File: src/rtl/lock_region_tracker.sv
module lock_region_tracker #(
  parameter int MASTER_W = 3,
  parameter int ADDR_W   = 32
) (
  input  logic                clk,
  input  logic                rst,
  input  logic                txn_valid,
  input  logic [MASTER_W-1:0] txn_master,
  input  logic [ADDR_W-1:0]   txn_addr,
  input  logic                txn_downstream,
  input  logic                txn_lock_addr,
  input  logic                txn_lock_end,
  output logic                txn_retry,
  output logic                lock_held,
  output logic [MASTER_W-1:0] lock_owner,
  output logic [ADDR_W-5:0]   lock_block,
  output logic                post_disable
);
  localparam int GRAN = 4;
  localparam int BW   = ADDR_W - GRAN;

  logic [BW-1:0] blk;
  logic live, is_owner, hit, acquire, drop;

  assign blk      = txn_addr[ADDR_W-1:GRAN];
  assign live     = txn_valid & txn_downstream;
  assign is_owner = lock_held & (txn_master == lock_owner);
  assign hit      = lock_held & (blk == lock_block);
  assign txn_retry = live & hit & ~is_owner;
  assign acquire  = live & ~lock_held & ~txn_lock_addr & txn_lock_end;
  assign drop     = live & is_owner & (~hit | ~txn_lock_end);

  always_ff @(posedge clk) begin
    if (rst) begin
      lock_held    <= 1'b0;
      lock_owner   <= '0;
      lock_block   <= '0;
      post_disable <= 1'b0;
    end else if (acquire) begin
      lock_held    <= 1'b1;
      lock_owner   <= txn_master;
      lock_block   <= blk;
      post_disable <= 1'b1;
    end else if (drop) begin
      lock_held    <= 1'b0;
      lock_owner   <= '0;
      lock_block   <= '0;
      post_disable <= 1'b0;
    end
  end

  p_acquire_r2: assert property (@(posedge clk) disable iff (rst)
    (txn_valid && txn_downstream && !lock_held && !txn_lock_addr && txn_lock_end)
      |=> (lock_held && lock_owner == $past(txn_master)));

  p_retry_only_locked_r4: assert property (@(posedge clk) disable iff (rst)
    txn_retry |-> (lock_held && txn_valid && txn_downstream
                   && txn_addr[ADDR_W-1:GRAN] == lock_block));

  p_retry_no_change_r3: assert property (@(posedge clk) disable iff (rst)
    txn_retry |=> ($stable(lock_held) && $stable(lock_owner) && $stable(lock_block)));

  p_other_block_drops_r7: assert property (@(posedge clk) disable iff (rst)
    (txn_valid && txn_downstream && lock_held && txn_master == lock_owner
     && txn_addr[ADDR_W-1:GRAN] != lock_block) |=> !lock_held);

  p_upstream_quiet_r8: assert property (@(posedge clk) disable iff (rst)
    (txn_valid && !txn_downstream) |=> ($stable(lock_held) && !$past(txn_retry)));

  p_post_follows_lock_r9: assert property (@(posedge clk) disable iff (rst)
    post_disable == lock_held);

  p_idle_quiet_r10: assert property (@(posedge clk) disable iff (rst)
    !txn_valid |=> ($stable(lock_held) && $stable(lock_owner)));
endmodule

File: config.mk
export PLATFORM = sky130hd
export DESIGN_NAME = lock_region_tracker
export DESIGN_NICKNAME = d
export VERILOG_FILES = /design/src/rtl/lock_region_tracker.sv
export SDC_FILE = /design/constraint.sdc
export NUM_CORES = 1
export LEC_CHECK = 0
export BUFFER_PORTS_ARGS = -buffer_cell sky130_fd_sc_hd__buf_2
export CAP_MARGIN = 10
export CORE_ASPECT_RATIO = 0.9
export CORE_MARGIN = 2
export CORE_UTILIZATION = 47
export CTS_BUF_LIST = sky130_fd_sc_hd__clkbuf_4 sky130_fd_sc_hd__clkbuf_8
export DETAILED_ROUTE_END_ITERATION = 7
export PLACE_DENSITY = 0.79
export SYNTH_ARGS = -nofsm -noshare
export SYNTH_HDL_FRONTEND = slang
export SYNTH_SLANG_ARGS = --single-unit
File: constraint.sdc
create_clock -name clk -period 1.6 [get_ports clk]
set_clock_uncertainty 0.15 [all_clocks]
set_input_delay 0 -clock clk [delete_from_list [all_inputs] [get_ports clk]]
set_output_delay 0 -clock clk [all_outputs]
set_load 0.1 [all_outputs]
# Word level (Yosys, flattened, before mapping)

Cells that the tools add are included.

Word-level logic and storage cells: 28
Flip-flop bits (word level): 32
Input port bits: 41

Bitwise gates (word level): 16
Reduce and logical (&&, ||, !) cells: 1
Mux-type cells: 6
Equal/unequal tests: 2

Operator list:

| operator           | number |
|---|---|
| $mux W28           | 2 |
| $eq A28 B28 Y1     | 1 |
| $and A1 B1 Y1      | 10 |
| $mux W3            | 2 |
| $not A1 Y1         | 5 |
| $eq A3 B3 Y1       | 1 |
| $mux W1            | 2 |
| $reduce_bool A2 Y1 | 1 |
| $or A1 B1 Y1       | 1 |

# Logic depth before layout (Yosys ltp)

Gate-level depths: netlist of run 1.

Word-level depth: 7
Depth in mapped cells: 7
Gate-level depth less buffers: 5

# Least setup slack after synthesis of run 1

OpenSTA, ideal clock, no wires.

Path type: reg-to-output
Start: register lock_block[19]
End: output port txn_retry
Arrival time: 4609 ps
Path buffers: 0
Path slack: -3159 ps
Stages on the path, launching flop included: 5
Data required time: 1450 ps
Cells stage by stage: dfxtp_1 o22ai_1 nor4_1 nand4_1 nor4_1

Word-level cells in the longest chain between the ends: 4

RTL lines:

| element                    | RTL line | text |
|---|---|---|
| start: declaration         | 16       | `output logic [ADDR_W-5:0] lock_block,` |
| start signal: assignment   | 42       | `lock_block <= blk;` |
| $eq A28 B28 Y1             | 28       | `assign hit = lock_held & (blk == lock_block);` |
| $and A1 B1 Y1              | 28       |  |
| $and A1 B1 Y1 (2 in a row) | 29       | `assign txn_retry = live & hit & ~is_owner;` |
| end: declaration           | 13       | `output logic txn_retry,` |

Every way passes these cells.

# Final worst setup path of run 1

Start: register lock_block[26]
End: register lock_block[13]

Word-level cells in the longest chain between the ends: 6

RTL lines:

| element                      | RTL line | text |
|---|---|---|
| $eq A28 B28 Y1               | 28       |  |
| $and A1 B1 Y1                | 28       |  |
| $not A1 Y1                   | 31       | `assign drop = live & is_owner & (~hit \| ~txn_lock_end);` |
| $or A1 B1 Y1                 | 31       |  |
| $and A1 B1 Y1                | 31       |  |
| $reduce_bool A2 Y1 (no line) | --       |  |

Every way passes these cells.
A chain may end at the register's enable or synchronous reset.

==> results of run 1 <==
[path summary, 6_finish.rpt]
| kind | startpoint | endpoint | slack (ns) | cells past startpoint |
|---|---|---|---|---|
| hold / removal | rst | lock_block[9] | 0.07 | 4 |
| setup / recovery | lock_block[26] | lock_block[13] | -0.94 | 6 |
| setup reg to reg | lock_block[26] | lock_block[13] | -0.94 | 6 |
| hold reg to reg | lock_owner[1] | lock_owner[1] | 0.41 | 2 |
[per-stage QoR]
step | power, mW | utilization
final | 2.133 | 0.9211
after global routing | 2.178 | 0.9211
after CTS | 2.007 | 0.8730
after detailed placement | 1.289 | 0.7162
after global placement | 1.282 | 0.7162
after floorplan | 1.100 | -
[cell type report]
| cell class | count | area (sq um) | share of cell area |
|---|---|---|---|
| Tap cell | 62 | 77.57 | 0.01925 |
| Sequential cell | 32 | 760.7 | 0.1888 |
| Inverter | 6 | 22.52 | 0.005590 |
| Clock inverter | 1 | 3.754 | 0.0009317 |
| Multi-Input combinational cell | 190 | 1740 | 0.4320 |
| Timing Repair Buffer | 173 | 1340 | 0.3326 |
| Clock buffer | 7 | 83.83 | 0.02081 |
[cell usage in the layout (no fill, tap or decap), types with 6 or more instances in the layout]
cell type / instances
nand2b_1: 8
nand2_1: 6
buf_2: 69
nand3_1: 33
dlygate4sd3_1: 33
nor3b_1: 30
o21ai_2: 26
xnor2_4: 6
a32oi_1: 30
nand4_1: 8
xnor2_1: 7
dfxtp_4: 32
buf_6: 7
xnor2_2: 8
buf_4: 56
[worst register-to-register path, cell delays in order (launching register included)]
cell	delay [ns]
dfxtp_4	0.36
xnor2_4	0.27
nand4_1	0.39
nor4b_4	0.49
nand4_4	0.22
buf_6	0.19
o41ai_4	0.36
[power by group]
| part | switching [mW] | internal (mW) | total (mW) |
|---|---|---|---|
| Clock | 0.326 | 0.337 | 0.663 |
| Sequential | 0.0222 | 0.772 | 0.795 |
| Combinational | 0.419 | 0.256 | 0.675 |
[flip-flops by register name (all words and copies together) (netlist names)]
name,count
post_disable,1
lock_block,28
lock_owner,3
[cells by family after synthesis]
kind of cell              after synthesis  synth area share
buffers and inverters                  33           0.07427
DFF                                    32            0.3042
AOI/OAI and AO/OA                      65            0.2175
and+or+nand+nor                       100            0.3001
xor gates and xnor gates               25            0.1040
[what timing repair did]
action                                  in CTS  in global routing
hold endpoints to repair                    31                  0
endpoints found under the setup margin      33                 33
buffers inserted                             4                  6
pin swaps                                    9                 11
gates cloned                                 2                  0
gates resized for setup                     36                 37
hold buffers                                33                  0
[cell usage after synthesis]
library cell,number,share of area
nand3_1,34,0.081
dfxtp_1,32,0.30
a32oi_1,31,0.13
nor3b_1,30,0.11
o21ai_1,30,0.071
xnor2_1,21,0.087
clkbuf_1,18,0.032
nand2b_1,8,0.024
nand4_1,8,0.024
nand2_1,6,0.011
buf_2,5,0.012
inv_1,5,0.0089
xor2_1,4,0.017
buf_6,3,0.016
nor3_1,3,0.0071
nor4_1,3,0.0089
nor2_1,2,0.0036
nor4b_2,2,0.014
o22ai_1,2,0.0059
a211oi_1,1,0.0036
and4_1,1,0.0042
buf_4,1,0.0036
clkinv_1,1,0.0018
nand4_2,1,0.0059
nor4_2,1,0.0059
nor4b_1,1,0.0042
o41ai_2,1,0.0077
[routing by layer]
metal | part of all wire | up-vias
li1 | - | 1299
met1 | 0.33 | 1524
met2 | 0.42 | 400
met3 | 0.14 | 153
met4 | 0.11 | 0
met5 | 0 | -
==> impl_table.tex, run 1 <==
\begin{tabular}{lr}
\hline
Metric & Value \\
\hline
\multicolumn{2}{l}{\textbf{STA}} \\
\quad RSZ-0062 raised after global routing & yes \\
\quad Setup Viol. Count Final & 33 \\
\quad Slew Limit Headroom & 0.5780 \\
\quad Final slew viol count & 0 \\
\quad Maximum achievable frequency & 393.0 MHz \\
\quad Final Hold Viols & 0 \\
\quad Worst Setup Slack, final & -0.9443 ns \\
\quad Measured slew at the worst slew-check pin & between 0.6 and 0.7 ns \\
\quad WHS & 0.06903 ns \\
\quad Final period util & 1.590 \\
\quad Final critical delay including setup and external delays & $\sim$2.5 ns \\
\quad Setup Total Neg Slack & -26.12 ns \\
\multicolumn{2}{l}{\textbf{Setup path}} \\
\quad Worst-path cell with the longest stage delay & nor4b\_4 \\
\quad Total buffers and inverters traversed by the critical path & 1 \\
\quad Critical path, cell by cell & xnor2\_4 > nand4\_1 > nor4b\_4 > nand4\_4 > buf\_6 > o41ai\_4 \\
\quad Crit end category & flop \\
\quad Setup crit start kind & flop \\
\quad Classification of the worst setup path & reg2reg \\
\quad Worst path max stage delay & $\sim$0.5 ns \\
\quad Arrival time at the worst endpoint & 2.57 ns \\
\quad Required time of the critical path & between 1.5 and 2 ns \\
\quad Cell type group with the largest total delay on the critical path & simple AND/OR/NAND/NOR gates \\
\quad Max Fanout on Critical Path & 5 \\
\multicolumn{2}{l}{\textbf{CTS}} \\
\quad Buffer depth of the longest clock path & 2 \\
\quad CTS root buf & clkbuf\_8 \\
\quad Register clock-pin slew on the reported worst setup and hold paths & 0.07 ns \\
\quad TritonCTS sink count & 32 \\
\quad H-tree levels & 2 \\
\quad Clock latency reported for the late side of the worst-skew pair & just under 0.3 ns \\
\quad Number of buffers added by the clock tree synthesis step & 5 \\
\quad TritonCTS clock tree & built \\
\multicolumn{2}{l}{\textbf{Power and ir drop}} \\
\quad Leakage & $\sim$1.6 nW \\
\quad Worst ir drop on vdd & approximately 0.40 mV \\
\quad Pwr/cell area & roughly 530 nW/um\^{}2 \\
\multicolumn{2}{l}{\textbf{Worst hold path}} \\
\quad Min-delay worst type & in2reg \\
\multicolumn{2}{l}{\textbf{Finish}} \\
\quad Layout cell share with drive strength beyond 1 & 0.5770 \\
\quad Count of antenna diodes in the layout & 0 \\
\quad Number of nets in the finished design & approximately 450 \\
\quad Final std cells w/o fill & 471 \\
\quad Number of filler instances in the final layout & 170 \\
\quad Layout-stage area growth over the synthesis result & 91.32\% \\
\quad Finished Cell Area & just over 4000 sq um \\
\multicolumn{2}{l}{\textbf{Detailed routing}} \\
\quad Routed length per instance & about 27 um \\
\quad Ratio of routed vias to standard cells & about 7.2 \\
\quad Initial detailed-routing violation count & about 590 \\
\quad Detail Route Antenna Nets & 0 \\
\quad Total via count after detailed routing & 3376 \\
\quad DRC violations left & 0 \\
\quad First-pass iteration count of the detailed router & 7 \\
\quad Total routed wirelength & between 10000 and 15000 um \\
\multicolumn{2}{l}{\textbf{Global route}} \\
\quad Number of global-route vias before repair & around 2.9k \\
\quad First-pass GRT wire length & roughly 15000 um \\
\quad Total gr overflow & 0 \\
\quad Global-route met3 utilization & 0.1015 \\
\quad GR Util All Layers & 0.4191 \\
\quad Met2 usage in global routing & 0.6471 \\
\quad Largest net degree at the start of global routing & 34 \\
\quad Top Usage Layer GRT & met2 \\
\quad Number of antenna violations at the first check in global routing & 0 \\
\quad GR Layer Usage met1 & 0.5037 \\
\multicolumn{2}{l}{\textbf{Run}} \\
\quad Max Cap Violations & 0 \\
\multicolumn{2}{l}{\textbf{Synth}} \\
\quad Area of the mapped netlist & between 2000 and 2500 sq um \\
\quad Instance count of the mapped netlist & around 260 \\
\quad Count of synthesis-stage warnings from yosys & 0 \\
\quad Sequential fraction of the synthesis area & 0.3042 \\
\quad Average footprint of a synthesized cell & about 8.3 sq um \\
\quad Flop and latch count out of synthesis & 32 \\
\quad Nets in the synthesized netlist & 296 \\
\quad Cell variety after synth & 27 \\
\multicolumn{2}{l}{\textbf{Placed design}} \\
\quad Worst-case setup slack after placement & -0.2572 ns \\
\quad I/O Buffers & 70 \\
\quad Instance area at placement & $\sim$3100 sq um \\
\quad Number of placed cells counting well taps & 422 \\
\quad Final Wtd Congestion & 0.8547 \\
\quad Final HPWL from detailed placement & $\sim$5100 um \\
\multicolumn{2}{l}{\textbf{Die}} \\
\quad Core region area & 4374 sq um \\
\quad Die Span X & about 75 um \\
\quad IO Count & 75 \\
\quad Number of rows in the core area & 23 \\
\quad Initial core utilization & 0.4814 \\
\quad Overall die area & approximately 5000 sq um \\
\quad Die height & 67.50 um \\
\multicolumn{2}{l}{\textbf{Status}} \\
\quad Status & finished with violations \\
\quad Violated checks & setup timing \\
\hline
\end{tabular}
(Power assumes the default switching activity.)
==> run 2: changes to the inputs <==
--- a/config.mk
+++ b/config.mk
@@ -5,6 +5,7 @@
 export SDC_FILE = /design/constraint.sdc
 export NUM_CORES = 1
 export LEC_CHECK = 0
+export ABC_AREA = 1
 export BUFFER_PORTS_ARGS = -buffer_cell sky130_fd_sc_hd__buf_2
 export CAP_MARGIN = 10
 export CORE_ASPECT_RATIO = 0.9
@@ -12,7 +13,7 @@
 export CORE_UTILIZATION = 47
 export CTS_BUF_LIST = sky130_fd_sc_hd__clkbuf_4 sky130_fd_sc_hd__clkbuf_8
 export DETAILED_ROUTE_END_ITERATION = 7
-export PLACE_DENSITY = 0.79
+export PLACE_DENSITY = 0.78
 export SYNTH_ARGS = -nofsm -noshare
 export SYNTH_HDL_FRONTEND = slang
 export SYNTH_SLANG_ARGS = --single-unit
==> run 2 against run 1 <==
The run still ends with setup timing left. Global-route usage decreased by 13 points. Routed wire length decreased by 34%. Setup slack better by 0.57 ns. Largest power group unchanged. Synthesized cell count grew 31%.
==> impl_table.tex, run 2 <==
\begin{tabular}{lr}
\hline
Metric & Value \\
\hline
\multicolumn{2}{l}{\textbf{Status}} \\
\quad Status & finished with violations \\
\quad Violated checks & setup timing \\
\multicolumn{2}{l}{\textbf{Placed design}} \\
\quad I/O Buffers & 70 (unchanged) \\
\quad Worst-case setup slack after placement & -0.07182 ns (+0.1853 ns) \\
\quad Final Wtd Congestion & 0.8855 (+3.6\%) \\
\quad Final HPWL from detailed placement & 4963 um (-1.8\%) \\
\quad Number of placed cells counting well taps & 497 (+18\%) \\
\multicolumn{2}{l}{\textbf{Finish}} \\
\quad Final std cells w/o fill & 541 (+15\%) \\
\quad Flip-flop count of the largest register after layout & 28 (unchanged) \\
\quad Multi-input combinational cell area & 1509 sq um (-13\%) \\
\quad Number of nets in the finished design & 520 (+16\%) \\
\quad Number of filler instances in the final layout & 258 (+52\%) \\
\quad Register name with the most flops & lock\_block \\
\quad Count of antenna diodes in the layout & 0 (unchanged) \\
\quad Top library cells by usage in the layout, fill and taps aside & nand2\_1, buf\_2, inv\_1, buf\_4 \\
\quad Registers with the most flip-flops & lock\_block (28), lock\_owner (3), post\_disable (1) \\
\quad Layout-stage area growth over the synthesis result & 72.27\% \\
\quad Most common cell after layout, fill and taps aside & nand2\_1 \\
\quad Core occupancy in the finished layout & 0.8450 (-0.07601) \\
\quad Layout cell share with drive strength beyond 1 & 0.5386 (-0.03839) \\
\quad FF/Latch Area & 760.7 sq um (unchanged) \\
\multicolumn{2}{l}{\textbf{Detailed routing}} \\
\quad First-pass iteration count of the detailed router & 6 (-1) \\
\quad Routed length per instance & 15.61 um (-43\%) \\
\quad Detail Route Antenna Nets & 0 (unchanged) \\
\quad Total via count after detailed routing & 2876 (-15\%) \\
\quad Total routed wirelength & 8446 um (-34\%) \\
\quad Initial detailed-routing violation count & 179 (-70\%) \\
\quad Ratio of routed vias to standard cells & 5.316 (-26\%) \\
\quad DRC violations left & 0 (unchanged) \\
\multicolumn{2}{l}{\textbf{Power and ir drop}} \\
\quad Worst ir drop on vdd & 0.5218 mV (+32\%) \\
\quad Combinational power share & 0.294 (-0.022) \\
\quad Clk pwr share & 0.302 (-0.009) \\
\quad Final total power & 1.961 mW (-8.0\%) \\
\quad Cell-internal power & 1.277 mW (-6.5\%) \\
\quad Net switching power & 684.2 uW (-11\%) \\
\quad Net switching share of the total power & 0.3489 (-0.01088) \\
\quad Relative contribution of sequential cells to total power & 0.404 (+0.031) \\
\quad Leakage & 1.687 nW (+2.3\%) \\
\quad Pwr/cell area & 517.0 nW/um\^{}2 (-2.3\%) \\
\multicolumn{2}{l}{\textbf{STA}} \\
\quad Final critical delay including setup and external delays & 1.978 ns (-0.5668 ns) \\
\quad RSZ-0062 raised after global routing & yes \\
\quad Worst Setup Slack, final & -0.3775 ns (+0.5668 ns) \\
\quad Maximum achievable frequency & 505.7 MHz (+29\%) \\
\quad WHS & 0.1571 ns (+0.08802 ns) \\
\quad Setup Viol. Count Final & 33 (unchanged) \\
\quad Measured slew at the worst slew-check pin & 0.4954 ns (-0.1375 ns) \\
\quad Final slew viol count & 0 (unchanged) \\
\quad Final period util & 1.236 (-0.3542) \\
\quad Slew Limit Headroom & 0.6720 (+0.09396) \\
\quad Final Hold Viols & 0 (unchanged) \\
\multicolumn{2}{l}{\textbf{Global route}} \\
\quad Total gr overflow & 0 (unchanged) \\
\quad Met2 usage in global routing & 0.5703 (-0.07681) \\
\quad Top Usage Layer GRT & met2 \\
\quad First-pass GRT wire length & 12210 um (-21\%) \\
\quad Largest net degree at the start of global routing & 20 (-41\%) \\
\quad GR Layer Usage met1 & 0.3509 (-0.1527) \\
\quad Number of global-route vias before repair & 2638 (-8.8\%) \\
\quad Number of antenna violations at the first check in global routing & 0 (unchanged) \\
\quad GR Util All Layers & 0.2941 (-0.1250) \\
\quad Global-route met3 utilization & 0.04688 (-0.05462) \\
\multicolumn{2}{l}{\textbf{CTS}} \\
\quad Register clock-pin slew on the reported worst setup and hold paths & 0.06 ns (about the same) \\
\quad H-tree levels & 2 (unchanged) \\
\quad Number of buffers added by the clock tree synthesis step & 5 (unchanged) \\
\quad TritonCTS clock tree & built \\
\quad Buffer depth of the longest clock path & 2 (unchanged) \\
\quad Clock latency reported for the late side of the worst-skew pair & 0.29 ns (about the same) \\
\quad CTS root buf & clkbuf\_8 \\
\quad TritonCTS sink count & 32 (unchanged) \\
\multicolumn{2}{l}{\textbf{Die}} \\
\quad Die height & 68.94 um (+2.1\%) \\
\quad Number of rows in the core area & 23 (unchanged) \\
\quad Initial core utilization & 0.4905 (+0.009116) \\
\quad Core region area & 4489 sq um (+2.6\%) \\
\quad Overall die area & 5249 sq um (+4.3\%) \\
\quad Die Span X & 76.15 um (+2.1\%) \\
\quad IO Count & 75 (unchanged) \\
\multicolumn{2}{l}{\textbf{Setup path}} \\
\quad Max Fanout on Critical Path & 4 (-1) \\
\quad Arrival time at the worst endpoint & 1.83 ns (-0.74 ns) \\
\quad End of the worst register-to-register path & lock\_block[9] \\
\quad Depth of the worst register-to-register path & 13 (+7) \\
\quad Reg2Reg Launch Point & lock\_block[24] \\
\quad End of the critical path & txn\_retry \\
\quad Crit end category & primary output \\
\quad Setup crit start kind & flop \\
\quad Launch point of the critical path & lock\_block[20] \\
\quad Classification of the worst setup path & reg2out \\
\quad Worst-case register-to-register setup slack & -0.31 ns (+0.63 ns) \\
\quad Required time of the critical path & 1.45 ns (-0.18 ns) \\
\multicolumn{2}{l}{\textbf{Synth}} \\
\quad Number of flops mapped to enable cells by yosys & 0 (unchanged) \\
\quad Count of synthesis-stage warnings from yosys & 0 (unchanged) \\
\quad Area of the mapped netlist & 2202 sq um (+4.6\%) \\
\quad Top cells by area in the synthesized netlist & dfxtp\_1, nand2\_1, inv\_1 \\
\quad Instance count of the mapped netlist & 335 (+31\%) \\
\quad Dominant synthesized flop cell & dfxtp\_1 \\
\quad Yosys top cell by area & dfxtp\_1 \\
\quad Share of async-settable or async-resettable flops after synthesis & 0 (unchanged) \\
\quad Nets in the synthesized netlist & 376 (+27\%) \\
\quad Average footprint of a synthesized cell & 6.573 sq um (-20\%) \\
\quad Area share of the largest cell type after synthesis & 0.2909 (-0.01331) \\
\quad Most frequent cell after synthesis & nand2\_1 \\
\quad Sequential fraction of the synthesis area & 0.2909 (-0.01331) \\
\quad Cell variety after synth & 29 (+7.4\%) \\
\quad Commonest cells in the synthesized netlist & nand2\_1, inv\_1, dfxtp\_1, a21oi\_2, nand3\_2 \\
\quad Flop and latch count out of synthesis & 32 (unchanged) \\
\multicolumn{2}{l}{\textbf{Run}} \\
\quad Max Cap Violations & 0 (unchanged) \\
\multicolumn{2}{l}{\textbf{Worst hold path}} \\
\quad Number of cells on the worst hold path & 6 (+2) \\
\quad Min-delay worst type & in2reg \\
\hline
\end{tabular}
run 2: changes by cell type in the layout (fill, tap and decap cells not counted), moves of 25 or more:
cell,before,now
a21oi_2,0,31
a32oi_1,30,0
inv_1,5,41
nand2_1,6,101
nand3_1,33,7
nor3b_1,30,0
o21ai_2,26,1
run 2: logic make-up after synthesis:
family / synth area share
buf+inv: 0.1432
flops: 0.2909
compound gates: 0.1330
simple gates: 0.4011
xor+xnor: 0.03182
run 2: repair_timing:
action,4_1_cts,5_1_grt
hold endpoints to repair,31,0
gates resized for setup,10,52
setup endpoints to repair,33,33
gates cloned,2,0
buffers inserted,1,2
pin swaps,4,25
hold buffers,32,0
run 2: stage by stage:
stage	setup TNS (ns)	area, sq um
after floorplan	-4.276	2341
after global placement	-0.2210	3059
after detailed placement	-1.159	3059
after CTS	-4.144	3565
after global routing	-11.12	3794
final	-8.364	3794
run 2: power groups by stage:
stage | Sequential, mW | Clock, mW | Combinational [mW]
after global placement | 0.806 | 0 | 0.452
after global routing | 0.794 | 0.632 | 0.614
after detailed placement | 0.807 | 0 | 0.460
final | 0.793 | 0.592 | 0.577
after CTS | 0.790 | 0.577 | 0.528
after floorplan | 0.934 | 0 | 0.165
run 2: final cells by class:
type	count	share of cell area
well taps	62	0.02045
repair buffers	151	0.3057
clock buffers	5	0.01814
inverters	56	0.05541
multi-input cells	233	0.3978
clock inverters	2	0.001979
flip-flops and latches	32	0.2005
run 2: worst max-delay path: stages (launching register included):
cell	delay [ns]
dfxtp_4	0.35
inv_2	0.05
nand2_2	0.05
nand2_2	0.09
nand2_2	0.06
nor3_2	0.19
nand4_1	0.16
nor2_2	0.16
nor3b_4	0.24
buf_12	0.20
run 2: how the worst min path moves through the flow:
stage	from	end	slack, ns
3_5_place_dp	txn_addr[13]	lock_block[9]	0.12
5_1_grt	txn_lock_end	lock_block[12]	0.16
6_report	txn_lock_end	lock_block[11]	0.16
4_1_cts	txn_lock_end	lock_block[11]	0.14
3_3_place_gp	txn_addr[25]	lock_block[21]	0.12
2_1_floorplan	rst	lock_block[8]	-0.09
run 2: metal layers:
layer  share of wire  routed length, um
met4           0.035                294
met5               0                  0
met3           0.072                610
met2            0.49               4160
met1            0.40               3381
==> run 3: changes to the inputs <==
--- a/config.mk
+++ b/config.mk
@@ -14,6 +14,7 @@
 export CTS_BUF_LIST = sky130_fd_sc_hd__clkbuf_4 sky130_fd_sc_hd__clkbuf_8
 export DETAILED_ROUTE_END_ITERATION = 7
 export PLACE_DENSITY = 0.78
+export REMOVE_ABC_BUFFERS = 1
 export SYNTH_ARGS = -nofsm -noshare
 export SYNTH_HDL_FRONTEND = slang
 export SYNTH_SLANG_ARGS = --single-unit
==> run 3 against run 2 <==
The flow still finishes with violations (setup timing). Maximum frequency shrank 5.5%. Global-route usage rose by 1.6 points. Final cell count rose by 0.55%. Hold slack worse by 0.10 ns. Largest cell class unchanged. Critical path depth did not move. Critical path type unchanged. Register-to-register slack worse by 0.07 ns. Sequential power grew 4.9%. Sequential share of layout area decreased by 2.6 points. Cell area decreased by 1.2%. Power grew 9.1%.
==> impl_table.tex, run 3 (synthesized netlist as in run 2, its figures left out) <==
\begin{tabular}{lr}
\hline
Metric & Value \\
\hline
\multicolumn{2}{l}{\textbf{Status}} \\
\quad Status & finished with violations \\
\quad Violated checks & setup timing \\
\multicolumn{2}{l}{\textbf{Setup path}} \\
\quad Setup crit start kind & flop \\
\quad Max Fanout on Critical Path & 2 (-2) \\
\quad Crit end category & primary output \\
\quad Required time of the critical path & 1.45 ns (about the same) \\
\quad Arrival time at the worst endpoint & 1.94 ns (+0.11 ns) \\
\quad Classification of the worst setup path & reg2out \\
\quad Worst path max stage delay & 0.33 ns (-0.02 ns) \\
\quad Depth of the worst register-to-register path & 14 (+1) \\
\quad Worst-path cell with the longest stage delay & dfxtp\_2 \\
\quad Critical path, cell by cell & buf\_6 > inv\_4 > o21ai\_2 > nor4\_2 > nand2\_1 > nor2\_2 > nor3b\_2 > buf\_4 > buf\_12 \\
\multicolumn{2}{l}{\textbf{Die}} \\
\quad Die height & 68.94 um (unchanged) \\
\quad Initial core utilization & 0.4905 (unchanged) \\
\quad IO Count & 75 (unchanged) \\
\quad Core region area & 4489 sq um (unchanged) \\
\quad Number of rows in the core area & 23 (unchanged) \\
\quad Overall die area & 5249 sq um (unchanged) \\
\quad Die Span X & 76.15 um (unchanged) \\
\multicolumn{2}{l}{\textbf{CTS}} \\
\quad CTS root buf & clkbuf\_8 \\
\quad Number of buffers added by the clock tree synthesis step & 5 (unchanged) \\
\quad Register clock-pin slew on the reported worst setup and hold paths & 0.07 ns (about the same) \\
\quad TritonCTS sink count & 32 (unchanged) \\
\quad Clock latency reported for the late side of the worst-skew pair & 0.29 ns (about the same) \\
\quad Buffer depth of the longest clock path & 2 (unchanged) \\
\quad H-tree levels & 2 (unchanged) \\
\quad TritonCTS clock tree & built \\
\multicolumn{2}{l}{\textbf{Detailed routing}} \\
\quad DRC violations left & 0 (unchanged) \\
\quad Detail Route Antenna Nets & 0 (unchanged) \\
\quad Total routed wirelength & 9469 um (+12\%) \\
\quad Ratio of routed vias to standard cells & 5.662 (+6.5\%) \\
\quad Routed length per instance & 17.41 um (+11\%) \\
\quad First-pass iteration count of the detailed router & 5 (-1) \\
\quad Initial detailed-routing violation count & 352 (+97\%) \\
\quad Total via count after detailed routing & 3080 (+7.1\%) \\
\multicolumn{2}{l}{\textbf{Global route}} \\
\quad Largest net degree at the start of global routing & 20 (unchanged) \\
\quad First-pass GRT wire length & 12750 um (+4.5\%) \\
\quad Total gr overflow & 0 (unchanged) \\
\quad Number of antenna violations at the first check in global routing & 0 (unchanged) \\
\quad GR Util All Layers & 0.3096 (+0.01558) \\
\quad Number of global-route vias before repair & 2780 (+5.4\%) \\
\multicolumn{2}{l}{\textbf{Placed design}} \\
\quad Final HPWL from detailed placement & 4688 um (-5.5\%) \\
\quad Number of placed cells counting well taps & 495 (-0.40\%) \\
\quad Instance area at placement & 2918 sq um (-4.6\%) \\
\quad I/O Buffers & 70 (unchanged) \\
\quad Worst-case setup slack after placement & -0.1189 ns (-0.04705 ns) \\
\quad Final Wtd Congestion & 0.9115 (+2.9\%) \\
\multicolumn{2}{l}{\textbf{STA}} \\
\quad Worst Setup Slack, final & -0.4924 ns (-0.1149 ns) \\
\quad Setup Total Neg Slack & -10.61 ns (-2.245 ns) \\
\quad Final slew viol count & 0 (unchanged) \\
\quad Measured slew at the worst slew-check pin & 0.5846 ns (+0.08918 ns) \\
\quad Final critical delay including setup and external delays & 2.092 ns (+0.1149 ns) \\
\quad Setup Viol. Count Final & 33 (unchanged) \\
\quad RSZ-0062 raised after global routing & yes \\
\quad Final Hold Viols & 0 (unchanged) \\
\quad Slew Limit Headroom & 0.6103 (-0.06173) \\
\quad Final period util & 1.308 (+0.07179) \\
\quad Maximum achievable frequency & 477.9 MHz (-5.5\%) \\
\multicolumn{2}{l}{\textbf{Finish}} \\
\quad Layout cell share with drive strength beyond 1 & 0.4772 (-0.06144) \\
\quad Flip-flop count of the largest register after layout & 28 (unchanged) \\
\quad Most common cell after layout, fill and taps aside & nand2\_1 \\
\quad Layout-stage area growth over the synthesis result & 70.17\% \\
\quad Finished Cell Area & 3747 sq um (-1.2\%) \\
\quad Final std cells w/o fill & 544 (+0.55\%) \\
\quad Core occupancy in the finished layout & 0.8347 (-0.01031) \\
\quad Top library cells by usage in the layout, fill and taps aside & nand2\_1, buf\_2, inv\_1, buf\_4, dlygate4sd3\_1 \\
\quad Registers with the most flip-flops & lock\_block (28), lock\_owner (3), post\_disable (1) \\
\quad Count of antenna diodes in the layout & 0 (unchanged) \\
\quad Number of filler instances in the final layout & 252 (-2.3\%) \\
\quad Number of nets in the finished design & 523 (+0.58\%) \\
\quad Register name with the most flops & lock\_block \\
\multicolumn{2}{l}{\textbf{Worst hold path}} \\
\quad Min-delay worst type & in2reg \\
\quad Number of cells on the worst hold path & 2 (-4) \\
\multicolumn{2}{l}{\textbf{Power and ir drop}} \\
\quad Leakage & 1.699 nW (+0.69\%) \\
\quad Pwr/cell area & 570.9 nW/um\^{}2 (+10\%) \\
\quad Worst ir drop on vdd & 0.5704 mV (+9.3\%) \\
\multicolumn{2}{l}{\textbf{Run}} \\
\quad Max Cap Violations & 0 (unchanged) \\
\hline
\end{tabular}
-- run 3: changes by cell type in the layout (fill, tap and decap cells not counted), moves of 3 or more --
cell,change
dfxtp_2,+12
inv_2,-10
nand2_1,+8
buf_6,+5
dfxtp_1,+20
clkinv_1,-3
inv_1,+10
dfxtp_4,-32
nand2_2,-10
-- run 3: final timing paths --
check / start / endpoint / slack, ns
min reg2reg: lock_block[20] / lock_block[20] / 0.36
max: lock_block[14] / txn_retry / -0.49
max reg2reg: lock_block[13] / lock_block[17] / -0.38
min: rst / lock_block[9] / 0.05
-- run 3: through the flow --
step	power (mW)	hold WS [ns]
2_1_floorplan	1.118	-0.08756
3_3_place_gp	1.293	0.1244
3_5_place_dp	1.302	0.1294
4_1_cts	2.043	0.005266
5_1_grt	2.184	0.06396
6_report	2.139	0.05394
-- run 3: area by class of cell --
type / instances / area, sq um / area share
Clock buffer: 7 / 96.34 / 0.02571
Inverter: 56 / 212.7 / 0.05676
Timing Repair Buffer: 154 / 1184 / 0.3159
Sequential cell: 32 / 655.6 / 0.1750
Multi-Input combinational cell: 233 / 1521 / 0.4060
Tap cell: 62 / 77.57 / 0.02070
-- run 3: power by group --
| group | internal [mW] | switching, mW |
|---|---|---|
| logic | 0.224 | 0.384 |
| clock network | 0.383 | 0.317 |
| registers | 0.815 | 0.0171 |
-- run 3: repair_timing --
| action | CTS | global route |
|---|---|---|
| endpoints found under the setup margin | 33 | 33 |
| hold endpoints to repair | 31 | 0 |
| gates cloned | 3 | 0 |
| hold buffers | 31 | 0 |
| pin swaps | 7 | 31 |
| resized for setup | 23 | 62 |
| buffers inserted | 8 | 3 |
-- run 3: routing by layer --
metal,vias up,global-route usage,share of wire
li1,1343,-,-
met1,1445,0.3593,0.39
met2,233,0.5804,0.49
met3,59,0.05990,0.080
met4,0,0.1227,0.047
met5,-,0,0
-- run 3: critical path: cells and delay by family (launching register included) --
family / cells / cell delay, ns
and+or+nand+nor: 4 / 0.78
buffers and inverters: 4 / 0.48
AOI/OAI and AO/OA: 1 / 0.07
DFF: 1 / 0.33
